File: src/rtl/hbc_pkg.sv
package hbc_pkg;

    typedef enum logic [2:0] {
        ST_RUN       = 3'd0,
        ST_UVLO      = 3'd1,
        ST_OV_ACTIVE = 3'd2,
        ST_OV_WAIT   = 3'd3,
        ST_TRIP      = 3'd4
    } hb_state_e;

    typedef enum logic [1:0] {
        LEG_OFF  = 2'b00,
        LEG_HIGH = 2'b01,
        LEG_LOW  = 2'b10
    } leg_cmd_e;

endpackage

File: src/rtl/hbc_persist.sv
module hbc_persist #(
    parameter int N = 10
) (
    input  logic clk,
    input  logic rst_n,
    input  logic in_i,
    output logic qual_o
);
    localparam int CW = $clog2(N + 1);
    localparam logic [CW-1:0] CNT_LAST = CW'(N - 1);
    localparam logic [CW-1:0] CNT_MAX  = CW'(N);

    logic [CW-1:0] cnt_q;
    logic          qual_q;

    always_ff @(posedge clk or negedge rst_n) begin
        if (!rst_n) begin
            cnt_q  <= '0;
            qual_q <= 1'b0;
        end else if (!in_i) begin
            cnt_q  <= '0;
            qual_q <= 1'b0;
        end else begin
            if (cnt_q != CNT_MAX) begin
                cnt_q <= cnt_q + 1'b1;
            end
            qual_q <= qual_q | (cnt_q == CNT_LAST);
        end
    end

    assign qual_o = qual_q;

    AST_QUAL_NEEDS_INPUT: assert property (@(posedge clk) disable iff (!rst_n)
        qual_q |-> $past(in_i)) else $error("qualified without input");

    AST_QUAL_AFTER_WINDOW: assert property (@(posedge clk) disable iff (!rst_n)
        $rose(qual_q) |-> (cnt_q == CNT_MAX)) else $error("qualified early");

endmodule

File: src/rtl/hbc_leg.sv
module hbc_leg
    import hbc_pkg::*;
(
    input  logic     clk,
    input  logic     rst_n,
    input  leg_cmd_e cmd_i,
    output logic     hs_o,
    output logic     ls_o
);
    logic hs_q, ls_q;
    logic want_hs, want_ls;

    assign want_hs = (cmd_i == LEG_HIGH);
    assign want_ls = (cmd_i == LEG_LOW);

    always_ff @(posedge clk or negedge rst_n) begin
        if (!rst_n) begin
            hs_q <= 1'b0;
            ls_q <= 1'b0;
        end else if ((want_hs && ls_q) || (want_ls && hs_q)) begin
            hs_q <= 1'b0;
            ls_q <= 1'b0;
        end else begin
            hs_q <= want_hs;
            ls_q <= want_ls;
        end
    end

    assign hs_o = hs_q;
    assign ls_o = ls_q;

    AST_LEG_EXCLUSIVE: assert property (@(posedge clk) disable iff (!rst_n)
        !(hs_q && ls_q)) else $error("both switches of a leg on");

    AST_GAP_AFTER_HS: assert property (@(posedge clk) disable iff (!rst_n)
        hs_q |=> !ls_q) else $error("no gap high to low");

    AST_GAP_AFTER_LS: assert property (@(posedge clk) disable iff (!rst_n)
        ls_q |=> !hs_q) else $error("no gap low to high");

endmodule

File: src/rtl/hbc_status.sv
module hbc_status #(
    parameter int PULSE_CYC = 3
) (
    input  logic clk,
    input  logic rst_n,
    input  logic src_i,
    input  logic set_i,
    input  logic clr_i,
    output logic pulse_n_o,
    output logic hold_n_o
);
    localparam int PW = $clog2(PULSE_CYC + 1);
    localparam logic [PW-1:0] RELOAD = PW'(PULSE_CYC - 1);
    localparam logic [PW-1:0] PMAX   = PW'(PULSE_CYC);

    logic [PW-1:0] cnt_q;
    logic          act_q;
    logic          hold_q;
    logic [PW-1:0] run_q;

    always_ff @(posedge clk or negedge rst_n) begin
        if (!rst_n) begin
            cnt_q <= '0;
            act_q <= 1'b0;
        end else begin
            if (src_i) begin
                cnt_q <= RELOAD;
            end else if (cnt_q != '0) begin
                cnt_q <= cnt_q - 1'b1;
            end
            act_q <= src_i | (cnt_q != '0);
        end
    end

    always_ff @(posedge clk or negedge rst_n) begin
        if (!rst_n) begin
            hold_q <= 1'b0;
        end else begin
            hold_q <= set_i | (hold_q & ~clr_i);
        end
    end

    assign pulse_n_o = ~act_q;
    assign hold_n_o  = ~hold_q;

    // width checker for the stretched flag
    always_ff @(posedge clk or negedge rst_n) begin
        if (!rst_n) begin
            run_q <= '0;
        end else if (act_q) begin
            if (run_q != PMAX) run_q <= run_q + 1'b1;
        end else begin
            run_q <= '0;
        end
    end

    AST_PULSE_MIN_WIDTH: assert property (@(posedge clk) disable iff (!rst_n)
        $fell(act_q) |-> (run_q == PMAX)) else $error("pulse flag too short");

    AST_HOLD_NEEDS_CAUSE: assert property (@(posedge clk) disable iff (!rst_n)
        $rose(hold_q) |-> $past(set_i)) else $error("hold flag without cause");

endmodule

File: src/rtl/hbridge_ctrl.sv
module hbridge_ctrl
    import hbc_pkg::*;
#(
    parameter int CLK_HZ   = 1_000_000,
    parameter int OC_US    = 10,
    parameter int OL_US    = 1000,
    parameter int PULSE_US = 3
) (
    input  logic       clk,
    input  logic       rst_n,
    input  logic       dir_i,
    input  logic       pwm_i,
    input  logic       oc_i,
    input  logic       ot_i,
    input  logic       uv_i,
    input  logic       ov_i,
    input  logic       ol_i,
    output logic [1:0] hs_en_o,
    output logic [1:0] ls_en_o,
    output logic       flag_pulse_n_o,
    output logic       flag_hold_n_o
);
    localparam int CYC_PER_US = (CLK_HZ / 1_000_000 < 1) ? 1 : CLK_HZ / 1_000_000;
    localparam int OC_CYC     = (OC_US * CYC_PER_US < 1) ? 1 : OC_US * CYC_PER_US;
    localparam int OL_CYC     = (OL_US * CYC_PER_US < 1) ? 1 : OL_US * CYC_PER_US;
    localparam int PULSE_CYC  = (PULSE_US * CYC_PER_US < 1) ? 1 : PULSE_US * CYC_PER_US;
    localparam int NUM_LEGS   = 2;

    hb_state_e state_q, state_d;
    logic      dir_q, pwm_q;
    logic      toggle;
    logic      oc_q, ol_q;
    leg_cmd_e  leg_cmd [NUM_LEGS];
    logic      trip_src;

    // command edge detection
    always_ff @(posedge clk or negedge rst_n) begin
        if (!rst_n) begin
            dir_q <= 1'b0;
            pwm_q <= 1'b0;
        end else begin
            dir_q <= dir_i;
            pwm_q <= pwm_i;
        end
    end

    assign toggle = (dir_i ^ dir_q) | (pwm_i ^ pwm_q);

    hbc_persist #(.N(OC_CYC)) u_oc_filt (
        .clk    (clk),
        .rst_n  (rst_n),
        .in_i   (oc_i),
        .qual_o (oc_q)
    );

    hbc_persist #(.N(OL_CYC)) u_ol_filt (
        .clk    (clk),
        .rst_n  (rst_n),
        .in_i   (ol_i),
        .qual_o (ol_q)
    );

    // state register
    always_ff @(posedge clk or negedge rst_n) begin
        if (!rst_n) state_q <= ST_RUN;
        else        state_q <= state_d;
    end

    // next state
    always_comb begin
        state_d = state_q;
        unique case (state_q)
            ST_RUN: begin
                if (uv_i)              state_d = ST_UVLO;
                else if (ov_i)         state_d = ST_OV_ACTIVE;
                else if (oc_q || ot_i) state_d = ST_TRIP;
            end
            ST_UVLO: begin
                if (!uv_i) state_d = ST_RUN;
            end
            ST_OV_ACTIVE: begin
                if (!ov_i) state_d = ST_OV_WAIT;
            end
            ST_OV_WAIT: begin
                if (toggle) state_d = ST_RUN;
            end
            ST_TRIP: begin
                if (toggle) state_d = ST_RUN;
            end
            default: state_d = ST_RUN;
        endcase
    end

    // leg commands
    always_comb begin
        for (int k = 0; k < NUM_LEGS; k++) leg_cmd[k] = LEG_OFF;
        if (state_q == ST_RUN) begin
            if (!pwm_i) begin
                leg_cmd[0] = LEG_HIGH;
                leg_cmd[1] = LEG_HIGH;
            end else if (!dir_i) begin
                leg_cmd[0] = LEG_HIGH;
                leg_cmd[1] = LEG_LOW;
            end else begin
                leg_cmd[0] = LEG_LOW;
                leg_cmd[1] = LEG_HIGH;
            end
        end
    end

    for (genvar g = 0; g < NUM_LEGS; g++) begin : g_leg
        hbc_leg u_leg (
            .clk   (clk),
            .rst_n (rst_n),
            .cmd_i (leg_cmd[g]),
            .hs_o  (hs_en_o[g]),
            .ls_o  (ls_en_o[g])
        );
    end

    assign trip_src = (state_q == ST_TRIP);

    hbc_status #(.PULSE_CYC(PULSE_CYC)) u_status (
        .clk       (clk),
        .rst_n     (rst_n),
        .src_i     (trip_src | ol_q),
        .set_i     (ol_q | (trip_src & ~toggle)),
        .clr_i     (toggle),
        .pulse_n_o (flag_pulse_n_o),
        .hold_n_o  (flag_hold_n_o)
    );

    AST_TRIP_ALL_OFF: assert property (@(posedge clk) disable iff (!rst_n)
        (state_q == ST_TRIP) |=> (hs_en_o == 2'b00 && ls_en_o == 2'b00))
        else $error("drive during trip");

    AST_OV_ALL_OFF: assert property (@(posedge clk) disable iff (!rst_n)
        (state_q == ST_OV_ACTIVE || state_q == ST_OV_WAIT) |=> (hs_en_o == 2'b00 && ls_en_o == 2'b00))
        else $error("drive during over-voltage hold");

    AST_UV_ALL_OFF: assert property (@(posedge clk) disable iff (!rst_n)
        (state_q == ST_UVLO) |=> (hs_en_o == 2'b00 && ls_en_o == 2'b00))
        else $error("drive during under-voltage");

    AST_UV_NO_FLAG: assert property (@(posedge clk) disable iff (!rst_n)
        (state_q == ST_UVLO && !ol_q && $past(state_q == ST_UVLO)) |=> flag_pulse_n_o)
        else $error("flag raised by under-voltage");

endmodule

File: config.mk
export PLATFORM = sky130hd
export DESIGN_NAME = hbridge_ctrl
export DESIGN_NICKNAME = d
export VERILOG_FILES = /design/src/rtl/hbc_pkg.sv /design/src/rtl/hbc_persist.sv /design/src/rtl/hbc_leg.sv /design/src/rtl/hbc_status.sv /design/src/rtl/hbridge_ctrl.sv
export SDC_FILE = /design/constraint.sdc
export NUM_CORES = 1
export LEC_CHECK = 0
export BUFFER_PORTS_ARGS = -buffer_cell sky130_fd_sc_hd__buf_2
export CAP_MARGIN = 30
export CORE_MARGIN = 2
export CORE_UTILIZATION = 60
export CTS_CLUSTER_DIAMETER = 200
export DETAILED_ROUTE_END_ITERATION = 8
export PLACE_DENSITY_LB_ADDON = 0.1
export SLEW_MARGIN = 30
export SYNTH_ARGS = -nofsm -noshare
export SYNTH_HDL_FRONTEND = slang
export SYNTH_SLANG_ARGS = --single-unit
export TNS_END_PERCENT = 1
File: constraint.sdc
create_clock -name clk -period 2.4 [get_ports clk]
set_input_delay 0.12 -clock clk [delete_from_list [all_inputs] [get_ports clk]]
set_output_delay 0.12 -clock clk [all_outputs]
set_load 0.01 [all_outputs]
==> results.sh <==
export IMPL_status="completed"
export IMPL_core_area_um2=2210
export IMPL_postRouteAntennaNets=0
export IMPL_cp_top_family="simple AND/OR/NAND/NOR gates"
export IMPL_grt_max_degree=30
export IMPL_syn_area_per_cell_um2=10.3
export IMPL_clockBufferDepth=2
export IMPL_grt_overflow=0
export IMPL_hp_start="oc_i"
export IMPL_cts_root_buf="clkbuf_4"
export IMPL_fmax_mhz=689
export IMPL_drt_iter0_drc=16
export IMPL_final_util_pct=71.3
export IMPL_cts_tree="yes"
export IMPL_start_util_pct=63.7
export IMPL_synth_simple_area_share_pct=20.9
export IMPL_place_area_um2=1480
export IMPL_finalHoldViolCount=0
export IMPL_synth_area_um2=1410
export IMPL_start_kind="register"
export IMPL_io_buffers=14
export IMPL_clk_latency_ns=0.33
export IMPL_hpwl_mm=1.71
export IMPL_worst_setup_path_end_kind="register"
export IMPL_gp_congestion=0.758
export IMPL_min_to="u_oc_filt.qual_o"
export IMPL_skew_ns=0.0170
export IMPL_cap_violations=0
export IMPL_final_common_cell="dfrtp_1"
export IMPL_min_path_type="in -> reg"
export IMPL_fin_setup_tns_ns=0
export IMPL_cp_slowest_cell="dfrtp_1"
export IMPL_routed_via_density=5.46
export IMPL_reg2reg_from="u_ol_filt.cnt_q[1]"
export IMPL_nNetsFinal=170
export IMPL_numCtsBuffers=5
export IMPL_grt_pass1_vias=971
export IMPL_synth_compound_area_share_pct=10.5
export IMPL_drive_gt1_share_pct=16.0
export IMPL_num_vias=1004
export IMPL_synth_top_family_by_area="simple AND/OR/NAND/NOR gates"
export IMPL_vdd_drop_max_v=0.000532
export IMPL_final_setup_viol_count=0
export IMPL_path_max_fanout=5
export IMPL_synthMuxAreaShare_pct=2.13
export IMPL_synth_adder_area_share_pct=5.32
export IMPL_h_tree_depth=2
export IMPL_syn_num_nets=152
export IMPL_antenna_found_initial=0
export IMPL_max_stage_delay_ns=0.42
export IMPL_period_needed_ns=1.45
export IMPL_yosysTopAreaCell="dfrtp_1"
export IMPL_critical_path_class="reg -> reg"
export IMPL_placed_cells=173
export IMPL_routedWlPerCell_um=13.0
export IMPL_area_growth_pct=11.8
export IMPL_p_per_area_nw_per_um2=778
export IMPL_synth_seq_cells=29
export IMPL_antennaDiodeCount=0
export IMPL_drv_slew=0
export IMPL_yosysUniqueCellTypes=36
export IMPL_dr_pass1_iters=4
export IMPL_finalInstanceArea_um2=1580
export IMPL_max_slew_margin_pct=58.7
export IMPL_fp_dieW_um=52.5
export IMPL_grtUsageTotal_pct=21.8
export IMPL_wl_mm=2.39
export IMPL_holdWs_ns=0.0580
export IMPL_rrSetupSlack_ns=0.95
export IMPL_synthCells=137
export IMPL_grt_pass1_wl_mm=4.22
export IMPL_hold_path_depth=2
export IMPL_rr_worst_depth=4
export IMPL_synth_area_leaders="dfrtp_1, ha_1, nand2_1"
export IMPL_yosys_warnings=0
export IMPL_tightest_slew_ns=0.619
export IMPL_clkTransAtPathRegs_ns=0.10
export IMPL_clock_sinks=29
export IMPL_drc_errors=0
export IMPL_yosysSeqAreaShare_pct=51.5
export IMPL_synth_xor_area_share_pct=4.35
export IMPL_cellLeakagePower_nw=0.720
export IMPL_rows=17
export IMPL_critPathArrivalTime_ns=1.70
export IMPL_most_common_layout_cells="dfrtp_1, nand2_1, buf_2"
export IMPL_dieArea_um2=2750
export IMPL_ioPinCount=15
export IMPL_cp_required_ns=2.65
export IMPL_critical_path_buf_inv_count=0
export IMPL_synth_top_cell_area_share_pct=51.5
export IMPL_fp_dieH_um=52.5
export IMPL_crit_chain="ha_1, nand4_1, or3_1, a21oi_1"
export IMPL_post_route_period_util_pct=60.5
export IMPL_rsz0062_at_grt="false"
export IMPL_r2r_end="u_ol_filt.cnt_q[6]"
export IMPL_final_cells=184
export IMPL_cts_resized=0
## synthesized netlist by cell type
| cell type | instances |
|---|---|
| nor4_2 | 1 |
| nor2_1 | 5 |
| or3_1 | 4 |
| xnor2_1 | 5 |
| nand4_1 | 1 |
| nand2b_1 | 1 |
| a21boi_1 | 1 |
| dfrtp_1 | 29 |
| o21a_1 | 2 |
| o211ai_1 | 1 |
| o211a_1 | 1 |
| clkbuf_1 | 1 |
| nor3_1 | 3 |
| or4_1 | 3 |
| xor2_1 | 2 |
| inv_1 | 10 |
| ha_1 | 6 |
| nand2_1 | 14 |
| mux2i_1 | 3 |
| and3b_1 | 1 |
| nor2b_1 | 3 |
| nor4_1 | 1 |
| nand3_2 | 1 |
| buf_4 | 4 |
| buf_2 | 1 |
| o22ai_1 | 1 |
| o21ai_0 | 4 |
| a31oi_1 | 1 |
| nand3b_1 | 2 |
| nor3b_1 | 2 |
| nand3_1 | 6 |
| a21oi_1 | 9 |
| o21bai_1 | 2 |
| o31ai_1 | 2 |
| and2_1 | 3 |
| nand4_2 | 1 |
## flip-flops by register name, summed over array words and instances (netlist names)
name,count
u_oc_filt.cnt_q,4
u_oc_filt.qual_o,1
state_q,3
u_status.act_q,1
pwm_q,1
u_ol_filt.cnt_q,10
u_status.hold_q,1
u_ol_filt.qual_o,1
dir_q,1
g_leg.u_leg.hs_o,2
g_leg.u_leg.ls_o,2
u_status.cnt_q,2
## logic make-up after synthesis
group | after synthesis
and+or+nand+nor | 52
DFF | 29
AOI/OAI and AO/OA | 24
buffers and inverters | 16
xor gates and xnor gates | 7
adders and majority gates | 6
muxes | 3
## per-stage QoR
step           setup slack, ns  total power [mW]
6_report                 0.948              1.23
3_5_place_dp             0.982             0.898
3_3_place_gp              1.04             0.875
5_1_grt                  0.851              1.32
2_1_floorplan             1.16             0.836
4_1_cts                  0.962              1.24
## worst max path at each step
stage                             startpoint            endpoint  depth (start not counted)
after global routing      u_ol_filt.cnt_q[1]  u_ol_filt.cnt_q[8]                          4
final                     u_ol_filt.cnt_q[1]  u_ol_filt.cnt_q[6]                          4
after CTS                 u_ol_filt.cnt_q[1]  u_ol_filt.cnt_q[8]                          4
after global placement    u_ol_filt.cnt_q[1]  u_ol_filt.cnt_q[8]                          4
after floorplan           u_ol_filt.cnt_q[0]  u_ol_filt.cnt_q[8]                          4
after detailed placement  u_ol_filt.cnt_q[1]  u_ol_filt.cnt_q[6]                          4
## power breakdown
group | switching [mW] | leakage, nW | total, mW | internal [mW]
Combinational | 0.137 | 0.297 | 0.264 | 0.127
Clock | 0.168 | 0.0413 | 0.337 | 0.170
Sequential | 0.0601 | 0.381 | 0.626 | 0.565
Total | 0.365 | 0.720 | 1.23 | 0.862
## worst reg2reg max path, stage by stage (launching register included)
cell     delay [ns]
dfrtp_1        0.42
ha_1           0.27
nand4_1        0.19
or3_1          0.34
a21oi_1        0.15
## layout make-up
| cell class | count | area [µm²] |
|---|---|---|
| inverters | 10 | 37.5 |
| clock inverters | 1 | 5.00 |
| repair buffers | 17 | 100 |
| multi-input cells | 92 | 608 |
| flip-flops and latches | 29 | 726 |
| well taps | 28 | 35.0 |
| clock buffers | 7 | 65.1 |
| fillers | 180 | 636 |
## what timing repair did
| action | CTS | global route |
|---|---|---|
| endpoints found under the hold margin | 31 | 0 |
| setup buffers | 0 | 0 |
| hold buffers | 3 | 0 |
## layer usage
layer	up-vias	wire length, µm	track usage (%)
met5	-	0	0
met4	0	16	7.69
met3	2	96	8.57
met2	18	1220	35.2
met1	477	1060	26.5
li1	507	-	-
No activity file was read; power rests on OpenSTA's default activity.
